===== config.mk =====
export PLATFORM = sky130hd
export DESIGN_NAME = ldst_agen
export DESIGN_NICKNAME = d
export VERILOG_FILES = /design/src/rtl/ldst_agen_pkg.sv /design/src/rtl/ldst_ofs_gen.sv /design/src/rtl/ldst_ofs_apply.sv /design/src/rtl/ldst_mode_sel.sv /design/src/rtl/ldst_agen.sv
export SDC_FILE = /design/constraint.sdc
export NUM_CORES = 1
export LEC_CHECK = 0
export BUFFER_PORTS_ARGS = -buffer_cell sky130_fd_sc_hd__buf_2
export CORE_MARGIN = 2
export CORE_UTILIZATION = 30
export DETAILED_ROUTE_END_ITERATION = 10
export PLACE_DENSITY_LB_ADDON = 0.05
export SKIP_CTS_REPAIR_TIMING = 1
export SLEW_MARGIN = 20
export SYNTH_ARGS = -nofsm -noshare
export SYNTH_HDL_FRONTEND = slang
export SYNTH_SLANG_ARGS = --single-unit

===== constraint.sdc =====
create_clock -name clk_i -period 0.9 [get_ports clk_i]
set_input_delay 0.135 -clock clk_i [delete_from_list [all_inputs] [get_ports clk_i]]
set_output_delay 0.135 -clock clk_i [all_outputs]
set_load 0.02 [all_outputs]

===== src/rtl/ldst_agen_pkg.sv =====
package ldst_agen_pkg;
  typedef enum logic [1:0] {
    IDX_PRE      = 2'd0,
    IDX_PRE_WB   = 2'd1,
    IDX_POST     = 2'd2
  } idx_mode_e;

  function automatic idx_mode_e decode_mode(input logic post, input logic wb);
    if (post)    return IDX_POST;
    else if (wb) return IDX_PRE_WB;
    else         return IDX_PRE;
  endfunction
endpackage


===== src/rtl/ldst_ofs_gen.sv =====
module ldst_ofs_gen #(
  parameter int unsigned AW    = 32,
  parameter int unsigned IMM_W = 12,
  parameter int unsigned SH_W  = 5
) (
  input  logic [IMM_W-1:0] imm_i,
  input  logic [AW-1:0]    reg_ofs_i,
  input  logic [SH_W-1:0]  shamt_i,
  input  logic             use_reg_i,
  output logic [AW-1:0]    ofs_o
);
  logic [AW-1:0] imm_ext;
  logic [AW-1:0] reg_shl;

  generate
    if (AW > IMM_W) begin : g_zext
      assign imm_ext = {{(AW-IMM_W){1'b0}}, imm_i};
    end else begin : g_trunc
      assign imm_ext = imm_i[AW-1:0];
    end
  endgenerate

  assign reg_shl = reg_ofs_i << shamt_i;
  assign ofs_o   = use_reg_i ? reg_shl : imm_ext;
endmodule


===== src/rtl/ldst_ofs_apply.sv =====
module ldst_ofs_apply #(
  parameter int unsigned AW = 32
) (
  input  logic [AW-1:0] base_i,
  input  logic [AW-1:0] ofs_i,
  input  logic          sub_i,
  output logic [AW-1:0] sum_o
);
  // single adder: subtract as base + ~ofs + 1
  logic [AW-1:0] ofs_x;
  assign ofs_x = sub_i ? ~ofs_i : ofs_i;
  assign sum_o = base_i + ofs_x + {{(AW-1){1'b0}}, sub_i};
endmodule


===== src/rtl/ldst_mode_sel.sv =====
module ldst_mode_sel
  import ldst_agen_pkg::*;
#(
  parameter int unsigned AW = 32
) (
  input  idx_mode_e     mode_i,
  input  logic [AW-1:0] base_i,
  input  logic [AW-1:0] sum_i,
  output logic [AW-1:0] addr_o,
  output logic [AW-1:0] new_base_o,
  output logic          wb_en_o
);
  always_comb begin
    addr_o     = sum_i;
    new_base_o = base_i;
    wb_en_o    = 1'b0;
    unique case (mode_i)
      IDX_PRE_WB: begin
        new_base_o = sum_i;
        wb_en_o    = 1'b1;
      end
      IDX_POST: begin
        addr_o     = base_i;
        new_base_o = sum_i;
        wb_en_o    = 1'b1;
      end
      default: ;
    endcase
  end
endmodule


===== src/rtl/ldst_agen.sv =====
module ldst_agen
  import ldst_agen_pkg::*;
#(
  parameter int unsigned AW    = 32,
  parameter int unsigned IMM_W = 12,
  parameter int unsigned SH_W  = 5
) (
  input  logic             clk_i,
  input  logic             rst_ni,
  input  logic             in_valid_i,
  input  logic [AW-1:0]    base_i,
  input  logic [IMM_W-1:0] imm_i,
  input  logic [AW-1:0]    reg_ofs_i,
  input  logic [SH_W-1:0]  shamt_i,
  input  logic             use_reg_i,
  input  logic             sub_i,
  input  logic             post_i,
  input  logic             wb_i,
  output logic             out_valid_o,
  output logic [AW-1:0]    addr_o,
  output logic [AW-1:0]    new_base_o,
  output logic             wb_en_o
);
  logic [AW-1:0] ofs;
  logic [AW-1:0] sum;
  logic [AW-1:0] addr_d;
  logic [AW-1:0] nb_d;
  logic          wb_d;
  idx_mode_e     mode;

  assign mode = decode_mode(post_i, wb_i);

  ldst_ofs_gen #(.AW(AW), .IMM_W(IMM_W), .SH_W(SH_W)) u_ofs_gen (
    .imm_i     (imm_i),
    .reg_ofs_i (reg_ofs_i),
    .shamt_i   (shamt_i),
    .use_reg_i (use_reg_i),
    .ofs_o     (ofs)
  );

  ldst_ofs_apply #(.AW(AW)) u_ofs_apply (
    .base_i (base_i),
    .ofs_i  (ofs),
    .sub_i  (sub_i),
    .sum_o  (sum)
  );

  ldst_mode_sel #(.AW(AW)) u_mode_sel (
    .mode_i     (mode),
    .base_i     (base_i),
    .sum_i      (sum),
    .addr_o     (addr_d),
    .new_base_o (nb_d),
    .wb_en_o    (wb_d)
  );

  always_ff @(posedge clk_i or negedge rst_ni) begin
    if (!rst_ni) begin
      out_valid_o <= 1'b0;
      wb_en_o     <= 1'b0;
    end else begin
      out_valid_o <= in_valid_i;
      wb_en_o     <= in_valid_i & wb_d;
    end
  end

  // data regs load only on a valid request
  always_ff @(posedge clk_i or negedge rst_ni) begin
    if (!rst_ni) begin
      addr_o     <= '0;
      new_base_o <= '0;
    end else if (in_valid_i) begin
      addr_o     <= addr_d;
      new_base_o <= nb_d;
    end
  end
endmodule


==> impl_results.md <==
- Mean Syn Cell Area: 8.25 µm²
- # DRC: 0
- Clock share of power: 19.4%
- Slowest cell on crit path: or4b_4
- Root buffer cell: clkbuf_16
- Fmax: 0.274 GHz
- Setup-failing EPs final: 130
- Non-filler cells in the finished layout: 1514
- Hold Slack: 0.0679 ns
- Filler cells: 2143
- Status: complete, but fails checks
- Skew final: 0 ns
- Max incr delay on CP: 0.59 ns
- CTS sink cnt: 66
- Routed vias/inst: 4.93
- Final-report max-slew violation count: 0
- Yosys cell types: 73
- Syn Inst Count: 827
- Internal reg-to-reg setup slack: -0.08 ns
- WL final: 24700 µm
- Synth warnings: 0
- Largest net degree at the start of global routing: 34
- Syn Nets: 948
- Tot Pwr: 19.4 mW
- DP Wirelength: 19700 µm
- Leakage Power: 5.44 nW
- Sw Ratio: 38.9%
- Initial DRC count: 410
- Initial core utilization: 30.3%
- Mapped Area: 6820 µm²
- Layout area overhead: 73.0%
- Critical Path AT: 3.93 ns
- Worst path required time: 1.18 ns
- H-tree depth: 3
- Vias in the first global route: 7062
- Minimum clock period: 3.65 ns
- Clock Latency Late Sink: 0.34 ns
- Failing checks: setup timing
- Rel. slew slack: 74.4%
- Worst-path clk slew: 0.06 ns
- Crit Path Category: primary input to register
- Final Cell Area: 11800 µm²
- Async set-reset flop share out of synthesis: 100%
- Max-cap violation count: 0
- Routed via count: 7465
- Boundary Pins: 154
- Placer Congestion: 0.888
- Register area share after synthesis: 24.2%
- Die extent in y: 155 µm
- Share of layout cells above drive strength 1: 52.2%
- IO Port Bufs: 153
- Grt ovf: 0
- Tcrit/Tclk final: 405%
- Worst-path maximum fanout: 6
- Initial antenna violation count: 0
- PD cells: 1640 nW/µm²
- DR WL/cell: 16.3 µm
- CTS tree: built
- CP Cell Sequence: buf_12, buf_8, or4b_4, o41ai_4, nor2_2, fa_2, nor2b_2, o21ai_2, a21oi_2, o41a_1, o2111ai_4, a211oi_4, o41ai_4, or4b_1, nand4_1
- TritonCTS buffer count: 9
- Tot GR Track Use: 19.8%
- Final core occ: 52.5%
- Top_reg_cell synth: dfrtp_1
- Slew @ Worst Pin: 0.381 ns
- CP most frequent cell: o41ai_4
- HP Class: primary input to register
- CTS max path bufs: 2
- Dpl cell area: 9720 µm²
- Core area: 22500 µm²
- Width of the die: 155 µm
- Antenna-violating nets left: 0
- Number of synthesized flops with an enable pin: 0
- Die area: 24000 µm²
- Peak supply drop: 0.987 mV
- Pint: 11.8 mW
- Logic pwr share: 59.3%
- NetSw: 7.54 mW
- FP Rows: 55
- Final hold vios: 0
- Worst reg2reg path depth: 4
- # diodes: 0
- Setup crit end kind: register
- Nets: 1345
- Final worst setup slack: -2.75 ns
- RSZ-0062 raised after global routing: true
- Drt first pass iters: 7
- Placed Cells: 1447
- Yosys reg bits: 66
- CP startpoint kind: primary input
- Hold path depth: 1
- First-pass GRT wire length: 37800 µm
- Sequential power share: 21.3%
==> cell usage after synthesis, drive strengths merged (20+ instances only) <==
library cell	n	area (µm²)
clkbuf	38	143
ha	32	400
dfrtp	66	1650
nor2	96	360
mux4	20	458
mux2i	46	460
xnor2	41	359
a31oi	28	181
o21ai	42	233
inv	26	97.6
a21oi	84	420
nand2	93	349
==> registers in the layout, indices dropped and copies added, names as in the netlist <==
signal / flops
addr_o: 32
new_base_o: 32
out_valid_o: 1
wb_en_o: 1
==> layout make-up <==
class,count,area [µm²],share of cell area (%)
clock buffer,9,225,1.91
sequential,66,1650,14.0
tap,285,357,3.02
multi-input combinational,679,5750,48.7
timing repair buffer,442,3650,30.9
clock inverter,7,77.6,0.657
inverter,26,97.6,0.827
==> routing by layer <==
layer / vias to the layer above / global-route usage, % / routed length (µm)
li1: 3783 / - / -
met1: 3520 / 27.8 / 11800
met2: 138 / 32.9 / 11800
met3: 24 / 2.69 / 823
met4: 0 / 3.66 / 270
met5: - / 0 / 0
==> critical path: cells and delay by family <==
family          cells  cell delay [ns]
compound gates      7             1.71
simple gates        5             1.42
fa+ha+maj           1             0.40
buf+inv             2             0.25
==> metrics by stage <==
step / worst slack (ns) / setup TNS [ns]
6_report: -2.75 / -143.94
5_1_grt: -2.88 / -154.68
4_1_cts: -3.00 / -158.84
3_5_place_dp: -3.36 / -172.96
3_3_place_gp: -3.40 / -173.78
2_1_floorplan: -2.87 / -143.29
==> placed cells by master, fill, tap and decap left out, types with 11 or more instances in the layout <==
cell type	synthesis	final
nor2_2	0	11
nor2b_1	17	14
o21ai_1	9	13
inv_1	25	24
nor2_1	96	84
buf_6	0	86
o21ai_0	31	17
xnor2_1	41	28
nand2_1	93	82
a31oi_1	27	24
dfrtp_1	66	66
ha_1	32	30
buf_12	0	13
mux4_2	18	20
buf_2	7	84
a21o_1	12	12
a21oi_1	84	65
a21oi_2	0	16
mux2i_1	46	30
buf_4	2	254
clkbuf_16	0	11
==> cell families (layout without fill, tap and decap cells) <==
kind of cell / count (synthesis) / after routing / synth area share, %
adders and majority gates: 33 / 33 / 6.16
AOI/OAI and AO/OA: 229 / 229 / 22.3
DFF: 66 / 66 / 24.2
buffers and inverters: 82 / 484 / 4.75
xor gates and xnor gates: 60 / 60 / 7.70
muxes: 81 / 81 / 15.9
and+or+nand+nor: 276 / 276 / 18.9
==> power groups by stage <==
stage	combinational (mW)	clock, mW	sequential (mW)
floorplan	4.17	0	4.84
global placement	8.77	0	4.04
detailed placement	8.76	0	4.05
CTS	8.79	3.88	4.00
global route	12.4	3.99	4.20
finish	11.5	3.76	4.13
==> final timing paths <==
check,from,end
max,shamt_i[0],addr_o[30]$_DFFE_PN0P_
min,in_valid_i,out_valid_o$_DFF_PN0_
min in group asynchronous,rst_ni,new_base_o[14]$_DFFE_PN0P_
min reg2reg,new_base_o[26]$_DFFE_PN0P_,new_base_o[26]$_DFFE_PN0P_
max reg2reg,new_base_o[18]$_DFFE_PN0P_,new_base_o[18]$_DFFE_PN0P_
max in group asynchronous,rst_ni,addr_o[5]$_DFFE_PN0P_
(Power assumes the default switching activity.)
